--- config.mk ---
export PLATFORM = sky130hd
export DESIGN_NAME = irq_status_unit
export DESIGN_NICKNAME = d
export VERILOG_FILES = /design/src/rtl/irq_unit_pkg.sv /design/src/rtl/irq_status_w1c.sv /design/src/rtl/irq_cfg_regs.sv /design/src/rtl/irq_status_unit.sv
export SDC_FILE = /design/constraint.sdc
export NUM_CORES = 1
export LEC_CHECK = 0
export BUFFER_PORTS_ARGS = -buffer_cell sky130_fd_sc_hd__buf_2
export CORE_AREA = 2 2 77 79
export DETAILED_ROUTE_END_ITERATION = 16
export DIE_AREA = 0 0 79 81
export PLACE_DENSITY = 0.77
export SLEW_MARGIN = 10
export SYNTH_ARGS = -nofsm -noshare
export SYNTH_HDL_FRONTEND = slang
export SYNTH_SLANG_ARGS = --single-unit
--- constraint.sdc ---
create_clock -name clk -period 1.6 [get_ports clk]
set_clock_uncertainty 0.1 [all_clocks]
set_input_delay 0.16 -clock clk [delete_from_list [all_inputs] [get_ports clk]]
set_output_delay 0.16 -clock clk [all_outputs]
set_load 0.05 [all_outputs]
--- src/rtl/irq_unit_pkg.sv ---
package irq_unit_pkg;

    // Per-kind groups are four bits wide regardless of the channel count.
    localparam int GROUP_W  = 4;
    localparam int KINDS    = 5;
    localparam int ERR_BASE = GROUP_W * KINDS;

    // Bit position of the first enable inside a channel enable word.
    localparam int CH_EN_LSB = 13;

    // Register addresses.
    localparam int ADDR_STATUS  = 0;
    localparam int ADDR_ERRGATE = 1;
    localparam int ADDR_CH_BASE = 2;

    // Event kinds, in group order inside the status word.
    typedef enum logic [2:0] {
        EV_FS      = 3'd0,
        EV_FE      = 3'd1,
        EV_FE_DONE = 3'd2,
        EV_LE      = 3'd3,
        EV_LE_DONE = 3'd4
    } ev_kind_e;

endpackage

--- src/rtl/irq_status_w1c.sv ---
module irq_status_w1c #(
    parameter int W = 25
) (
    input  logic         clk,
    input  logic         rst_n,
    input  logic [W-1:0] set_i,
    input  logic [W-1:0] clr_i,
    output logic [W-1:0] status_o
);

    // One flop per bit; the set term is applied after the clear, so it wins.
    for (genvar b = 0; b < W; b++) begin : g_bit
        logic bit_q;
        always_ff @(posedge clk) begin
            if (!rst_n) begin
                bit_q <= 1'b0;
            end else begin
                bit_q <= (bit_q & ~clr_i[b]) | set_i[b];
            end
        end
        assign status_o[b] = bit_q;
    end

    // a clear without a coincident set leaves the bit at zero
    p_w1c_clears_r7: assert property (@(posedge clk) disable iff (!rst_n)
        (|(clr_i & ~set_i)) |=> ((status_o & $past(clr_i & ~set_i)) == '0));

    // a set bit is one on the next cycle, even under a clear
    p_set_wins_r8: assert property (@(posedge clk) disable iff (!rst_n)
        (|set_i) |=> ((status_o & $past(set_i)) == $past(set_i)));

    // untouched bits hold their value
    p_hold_r7: assert property (@(posedge clk) disable iff (!rst_n)
        $past(rst_n) |->
        (((status_o ^ $past(status_o)) & ~$past(set_i | clr_i)) == '0));

endmodule

--- src/rtl/irq_cfg_regs.sv ---
module irq_cfg_regs
    import irq_unit_pkg::*;
#(
    parameter int NUM_CH = 4,
    parameter int ERR_W  = 5,
    parameter int DATA_W = 32,
    parameter int ADDR_W = 3
) (
    input  logic                      clk,
    input  logic                      rst_n,
    input  logic                      wr,
    input  logic [ADDR_W-1:0]         addr,
    input  logic [DATA_W-1:0]         wdata,
    output logic [ERR_W-1:0]          err_gate,
    output logic [NUM_CH*KINDS-1:0]   ch_en
);

    localparam int MAP_END = ADDR_CH_BASE + NUM_CH;

    logic [ERR_W-1:0] gate_q;

    always_ff @(posedge clk) begin
        if (!rst_n) begin
            gate_q <= '0;
        end else if (wr && addr == ADDR_W'(ADDR_ERRGATE)) begin
            gate_q <= wdata[ERR_W-1:0];
        end
    end
    assign err_gate = gate_q;

    for (genvar c = 0; c < NUM_CH; c++) begin : g_ch
        logic [KINDS-1:0] en_q;
        always_ff @(posedge clk) begin
            if (!rst_n) begin
                en_q <= '0;
            end else if (wr && addr == ADDR_W'(ADDR_CH_BASE + c)) begin
                en_q <= wdata[CH_EN_LSB +: KINDS];
            end
        end
        assign ch_en[c*KINDS +: KINDS] = en_q;
    end

    // a write to the error gate word takes effect on the next cycle
    p_gate_write_r6: assert property (@(posedge clk) disable iff (!rst_n)
        (wr && addr == ADDR_W'(ADDR_ERRGATE)) |=> (err_gate == $past(wdata[ERR_W-1:0])));

    // writes beyond the map leave all gate words alone
    p_unmapped_r11: assert property (@(posedge clk) disable iff (!rst_n)
        (wr && int'(addr) >= MAP_END) |=> ($stable(err_gate) && $stable(ch_en)));

endmodule

--- src/rtl/irq_status_unit.sv ---
module irq_status_unit
    import irq_unit_pkg::*;
#(
    parameter int NUM_CH = 4,
    parameter int ERR_W  = 5,
    parameter int DATA_W = 32,
    parameter int ADDR_W = 3
) (
    input  logic              clk,
    input  logic              rst_n,
    input  logic [NUM_CH-1:0] ev_frame_start,
    input  logic [NUM_CH-1:0] ev_frame_end,
    input  logic [NUM_CH-1:0] ev_frame_done,
    input  logic [NUM_CH-1:0] ev_line_end,
    input  logic [NUM_CH-1:0] ev_line_done,
    input  logic [ERR_W-1:0]  ev_error,
    input  logic              reg_wr,
    input  logic [ADDR_W-1:0] reg_addr,
    input  logic [DATA_W-1:0] reg_wdata,
    output logic [DATA_W-1:0] reg_rdata,
    output logic              irq
);

    localparam int STAT_W = ERR_BASE + ERR_W;

    logic [ERR_W-1:0]        err_gate;
    logic [NUM_CH*KINDS-1:0] ch_en;
    logic [STAT_W-1:0]       ev_vec;
    logic [STAT_W-1:0]       en_vec;
    logic [STAT_W-1:0]       clr_vec;
    logic [STAT_W-1:0]       status;
    logic                    irq_q;
    logic                    unused_wdata;

    assign unused_wdata = ^reg_wdata;

    irq_cfg_regs #(
        .NUM_CH (NUM_CH),
        .ERR_W  (ERR_W),
        .DATA_W (DATA_W),
        .ADDR_W (ADDR_W)
    ) u_cfg (
        .clk      (clk),
        .rst_n    (rst_n),
        .wr       (reg_wr),
        .addr     (reg_addr),
        .wdata    (reg_wdata),
        .err_gate (err_gate),
        .ch_en    (ch_en)
    );

    // Place events and their gates at kind*GROUP_W + channel.
    always_comb begin
        ev_vec = '0;
        en_vec = '0;
        for (int c = 0; c < NUM_CH; c++) begin
            ev_vec[int'(EV_FS)      * GROUP_W + c] = ev_frame_start[c];
            ev_vec[int'(EV_FE)      * GROUP_W + c] = ev_frame_end[c];
            ev_vec[int'(EV_FE_DONE) * GROUP_W + c] = ev_frame_done[c];
            ev_vec[int'(EV_LE)      * GROUP_W + c] = ev_line_end[c];
            ev_vec[int'(EV_LE_DONE) * GROUP_W + c] = ev_line_done[c];
            for (int k = 0; k < KINDS; k++) begin
                en_vec[k*GROUP_W + c] = ch_en[c*KINDS + k];
            end
        end
        for (int e = 0; e < ERR_W; e++) begin
            ev_vec[ERR_BASE + e] = ev_error[e];
            en_vec[ERR_BASE + e] = err_gate[e];
        end
    end

    assign clr_vec = (reg_wr && reg_addr == ADDR_W'(ADDR_STATUS)) ?
                     reg_wdata[STAT_W-1:0] : '0;

    irq_status_w1c #(
        .W (STAT_W)
    ) u_status (
        .clk      (clk),
        .rst_n    (rst_n),
        .set_i    (ev_vec & en_vec),
        .clr_i    (clr_vec),
        .status_o (status)
    );

    always_ff @(posedge clk) begin
        if (!rst_n) begin
            irq_q <= 1'b0;
        end else begin
            irq_q <= |(status & en_vec);
        end
    end
    assign irq = irq_q;

    always_comb begin
        reg_rdata = '0;
        if (reg_addr == ADDR_W'(ADDR_STATUS)) begin
            reg_rdata[STAT_W-1:0] = status;
        end else if (reg_addr == ADDR_W'(ADDR_ERRGATE)) begin
            reg_rdata[ERR_W-1:0] = err_gate;
        end
        for (int c = 0; c < NUM_CH; c++) begin
            if (reg_addr == ADDR_W'(ADDR_CH_BASE + c)) begin
                reg_rdata[CH_EN_LSB +: KINDS] = ch_en[c*KINDS +: KINDS];
            end
        end
    end

    // no interrupt without a status bit set on the cycle before
    p_irq_needs_status_r9: assert property (@(posedge clk) disable iff (!rst_n)
        irq |-> $past(status != '0));

    // a status bit only rises when its gate was on
    p_gated_set_r5: assert property (@(posedge clk) disable iff (!rst_n)
        $past(rst_n) |-> ((status & ~$past(status) & ~$past(en_vec)) == '0));

endmodule

* Word-level counts from Yosys, hierarchy flattened *
Index checks and enable logic that the tools add are counted.

word-level totals
  bits of input ports = 63
  register bits after elaboration = 51
  memory bits (writable) = 0
  word-level logic and storage cells = 129
  bits in latches = 0
  ROM bits = 0
  memories kept = 0

cells by class
  $mul = 0
  shift operators = 0
  muxes and demuxes = 8
  divide/modulo/power cells = 0
  bitwise operators = 77
  $add $sub $neg = 0
  reduce and logical (&&, ||, !) cells = 8
  equality and inequality tests = 5
  magnitude comparators = 0

operator list
  operator                                                               number
  25-bit AND                                                             2
  5-bit two-way mux                                                      6
  1-bit AND                                                              25
  25-bit two-way mux                                                     1
  1-bit NOT                                                              25
  1-bit OR                                                               25
  25-bit OR reduction                                                    1
  20-bit two-way mux                                                     1
  3-bit by 2-bit equality test with 1-bit output, second input constant  2
  3-bit equality test, second input constant                             2
  1-bit logical AND                                                      6
  3-bit by 1-bit equality test with 1-bit output, second input constant  1
  3-bit logical NOT                                                      1

* Longest topological paths before layout *
  word-level depth = 6
  depth in mapped cells = 6

* Hierarchy *
Synthesis repeated with hierarchy kept, for this count alone.

unflattened totals
  cell total of the unflattened synthesis = 339
  area, all modules = 3,059.2 um^2

by module, submodules not included
  module           instances  area an instance (um^2)  cells each
  irq_status_w1c   1          1,083.5                  103
  irq_cfg_regs     1          1,003.5                  97
  irq_status_unit  1          972.2                    139

* Worst setup path before layout *
Ideal clock, no wire load.

  kind = input to output
  start = input reg_addr[0]
  end = output reg_rdata[13]
  data arrival time = 1.626 ns
  data required time = 1.340 ns
  stages on the path = 5
  setup slack = -0.286 ns
  buffers on the path = 3
  cells stage by stage = buf_2 -> buf_4 -> buf_4 -> mux2i_1 -> o22ai_1

on the way
  cells in the longest elaborated chain, start to end = 6
  elaborated cells on any way between the ends = 10
  classes of those cells = eq/ne (4); mux (5); reduce/logical (1)

RTL lines
  item                             RTL line                text
  start: declaration               irq_status_unit.sv:18   input logic [ADDR_W-1:0] reg_addr,
  3-bit logical NOT                irq_status_unit.sv:96   if (reg_addr == ADDR_W'(ADDR_STATUS)) begin
  20-bit two-way mux               irq_status_unit.sv:96
  5-bit two-way mux (3 in series)  irq_status_unit.sv:102  if (reg_addr == ADDR_W'(ADDR_CH_BASE + c)) begin
  5-bit two-way mux *              irq_status_unit.sv:102
  end: declaration                 irq_status_unit.sv:20   output logic [DATA_W-1:0] reg_rdata,

Mark *: on every way between the ends. The rest lies on a longest branch, timed or not.

* Worst setup path after layout *
  start = register u_cfg.g_ch[1].en_q[0]
  end = output reg_rdata[13]

on the way
  cells in the longest elaborated chain, start to end = 3

RTL lines
  item                             RTL line                text
  start: declaration               irq_cfg_regs.sv:32      logic [KINDS-1:0] en_q;
  start signal: assignment         irq_cfg_regs.sv:37      en_q <= wdata[CH_EN_LSB +: KINDS];
  5-bit two-way mux (3 in series)  irq_status_unit.sv:102

Every way passes these cells.

==> metrics <==
status=complete, no violations; number of sinks driven by the clock tree=51; top post-synthesis cells by count=51 x sky130_fd_sc_hd__dfxtp_1, 51 x sky130_fd_sc_hd__nor2b_1, 35 x sky130_fd_sc_hd__a22oi_1, 35 x sky130_fd_sc_hd__mux2i_1, 26 x sky130_fd_sc_hd__nand2_1; number of buffers added on ports=just over 80; gate count after technology mapping=between 200 and 300; starting density of the core=a little under half; Clock Latency Late Sink=~0.31 ns; Largest delay share family, worst path=flip-flops; worst reg-to-reg setup slack=roughly 0.05 ns; antenna violations before repair=0; worst-case hold path end point=u_cfg.err_gate[4]; count of endpoints failing hold in the final timing report=0; number of synthesized register bits=just over 50; mean routed wirelength per cell=around 15 µm; Antenna Cells=0; highest net fanout along the worst path=3; cell leakage power=1.42 nW; Total Negative Setup Slacks=0 ns; minimum period implied by the final worst setup slack=between 1.5 and 2 ns; maximum clock insertion buffer count=2; kind of end point of the critical path=output port; Netlist Area Pre-Place=between 0.002 and 0.003 mm²; DRT Pass-1 Iters=4; required time reported for the critical path endpoint=~1.3 ns; vias in the first global route=2061; global placement routability congestion=roughly 0.91; share of the clock period used by the worst path after layout=97.4%; Root Driver=sky130_fd_sc_hd__clkbuf_8; portion of the post-synthesis area used by sequential elements=about two fifths; overall power=roughly 0.0025 W; total routed wirelength=between 6000 and 7000 µm; unrepaired setup endpoints after global routing=yes; final net count=roughly 440; Slew Limit Fails=0; Buffers & Inverters on Critical Path=1; VDD IR max=about 0.38 mV; Yosys warning total=0; fmax=approximately 640 MHz; TritonCTS buffer count=5; clock-pin slew reported for the worst setup and hold paths after clock tree synthesis=0.09 ns; Area growth, synth to finish=28.1%; hold-critical path depth=3; share of synthesized registers carrying an async set or reset=0%; height of the die=81 µm; proportion of netlist area held by the largest area contributor=38.8%; final hold slack=~0.025 ns; hold_sp=reg_wdata[4]; final HPWL from detailed placement=around 5000 µm; antenna violation net count after detailed routing=0; slowest stage cell, crit path=sky130_fd_sc_hd__dfxtp_2; cell-by-cell listing of the critical path=mux2_4 -> a22oi_2 -> o22ai_2 -> buf_6; dominant cells by area after synthesis=sky130_fd_sc_hd__dfxtp_1 39%, sky130_fd_sc_hd__mux2i_1 13%, sky130_fd_sc_hd__nor2b_1 12%, sky130_fd_sc_hd__a22oi_1 10%, sky130_fd_sc_hd__nand2_1 3.7%; EDFF count, synth=0; first-pass GRT wire length=roughly 10000 µm; Row Count=28; total die area=about 0.0064 mm²; count of cell types in the netlist=30; clock tree from TritonCTS=yes; ratio of total power to cell area=~740 mW/mm²; Die X-Extent=79 µm; number of DRC violations after detailed routing=0; endpoint arrival time on the critical path=1.30 ns; maximum single-stage delay on the critical path=roughly 0.34 ns; most frequently used flop master after synthesis=sky130_fd_sc_hd__dfxtp_1; Synth Area per Inst=between 9 and 10 µm²; post-layout utilization of the core=a little under 60%; top-level port count=96; CTS HTree Levels=2; FF-to-FF path depth=4; Synth area leader=sky130_fd_sc_hd__dfxtp_1; total setup violations reported at the end of the flow=0; Overflow after GRT=0; origin of the critical flop-to-flop path=u_status.g_bit[15].bit_q; startpoint kind of the worst setup timing path=flip-flop; DR vias/cell=about 5.1; Maximum Capacitance Violations=0; Hold WC Path Type=in -> reg; Total Routing Usage GR=between 20% and 30%; maximum number of pins on one net before global-route repair=52; DRC marker count from the first detailed-route iteration=roughly 110; share of cells above drive strength 1=between 30 and 40%; Worst R2R End=irq; total number of vias=approximately 2300; Std-Cell Core Area=around 0.0057 mm²; Worst Setup Path Type=reg -> out
==> cell type report <==
| type | instances | area (µm²) |
|---|---|---|
| Timing Repair Buffer | 103 | 611 |
| Clock buffer | 8 | 100 |
| Fill cell | 524 | 2310 |
| Tap cell | 75 | 93.8 |
| Sequential cell | 51 | 1030 |
| Inverter | 4 | 15.0 |
| Multi-Input combinational cell | 210 | 1520 |
==> cell families after synthesis <==
family                 after synthesis  synth area share (%)
muxes                               36                  13.7
buffers and inverters               26                  6.09
and+or+nand+nor                    111                  25.8
DFF                                 51                  38.8
other                                1                 0.143
AOI/OAI and AO/OA                   56                  15.4
==> registers in the layout (all words and copies together) (netlist names) <==
register,count
u_status.g_bit.bit_q,25
u_cfg.g_ch.en_q,20
u_cfg.err_gate,5
irq,1
==> where the power goes <==
part / switching, W / internal (W)
clock network: 0.000405 / 0.000395
logic: 0.000203 / 0.000161
registers: 0.0000212 / 0.00129
total: 0.000630 / 0.00185
==> repair_timing <==
item	in CTS	in global routing
endpoints found under the hold margin	0	0
pin swaps	0	1
hold buffers	0	0
setup buffers	0	1
gates resized for setup	12	19
setup endpoints to repair	5	5
==> worst min-delay path, stage by stage <==
cell                      delay [ns]
sky130_fd_sc_hd__buf_2          0.09
sky130_fd_sc_hd__mux2i_1        0.06
sky130_fd_sc_hd__nor2b_1        0.09
==> through the flow <==
step / area, µm² / worst slack [ns] / std cells
final: 3370 / 0.0412 / 451
after global routing: 3370 / -0.00982 / 451
after CTS: 3340 / 0.00560 / 450
after detailed placement: 3210 / 0.0680 / 442
after global placement: 3210 / 0.0930 / 442
after floorplan: 2690 / -0.00400 / 287
==> metal layers <==
layer  GRT usage, %  wire length, µm  up-vias
li1               -                -     1158
met1           27.0             3050     1071
met2           34.3             3120       69
met3           2.89              333        7
met4           9.48              135        0
met5              0                0        -
==> layout by cell type, fill, tap and decap left out, types with 2 or more instances in the layout <==
cell,n
sky130_fd_sc_hd__nor3b_4,2
sky130_fd_sc_hd__a22oi_1,34
sky130_fd_sc_hd__buf_6,4
sky130_fd_sc_hd__o21ai_1,7
sky130_fd_sc_hd__dfxtp_1,40
sky130_fd_sc_hd__and2_1,5
sky130_fd_sc_hd__a32o_1,2
sky130_fd_sc_hd__nand2b_4,2
sky130_fd_sc_hd__buf_2,76
sky130_fd_sc_hd__nand2_1,26
sky130_fd_sc_hd__nand4_1,2
sky130_fd_sc_hd__nor2b_1,51
sky130_fd_sc_hd__conb_1,7
sky130_fd_sc_hd__or2_1,2
sky130_fd_sc_hd__clkbuf_8,7
sky130_fd_sc_hd__dfxtp_2,11
sky130_fd_sc_hd__o21ai_0,5
sky130_fd_sc_hd__and2_2,10
sky130_fd_sc_hd__buf_4,22
sky130_fd_sc_hd__a32o_2,2
sky130_fd_sc_hd__nor2_2,6
sky130_fd_sc_hd__inv_1,4
sky130_fd_sc_hd__mux2i_1,35
==> worst max path at each step <==
| stage | start | depth (start not counted) | to | slack [ns] |
|---|---|---|---|---|
| after CTS | u_cfg.g_ch[1].en_q[0] | 4 | reg_rdata[13] | 0.006 |
| after global placement | reg_addr[0] | 6 | reg_rdata[15] | 0.09 |
| after floorplan | reg_addr[0] | 5 | reg_rdata[13] | -0.004 |
| after global routing | u_cfg.g_ch[1].en_q[2] | 4 | reg_rdata[15] | -0.01 |
| final | u_cfg.g_ch[1].en_q[0] | 4 | reg_rdata[13] | 0.04 |
| after detailed placement | reg_addr[2] | 7 | u_status.g_bit[12].bit_q | 0.07 |
No activity file was read; power rests on OpenSTA's default activity.
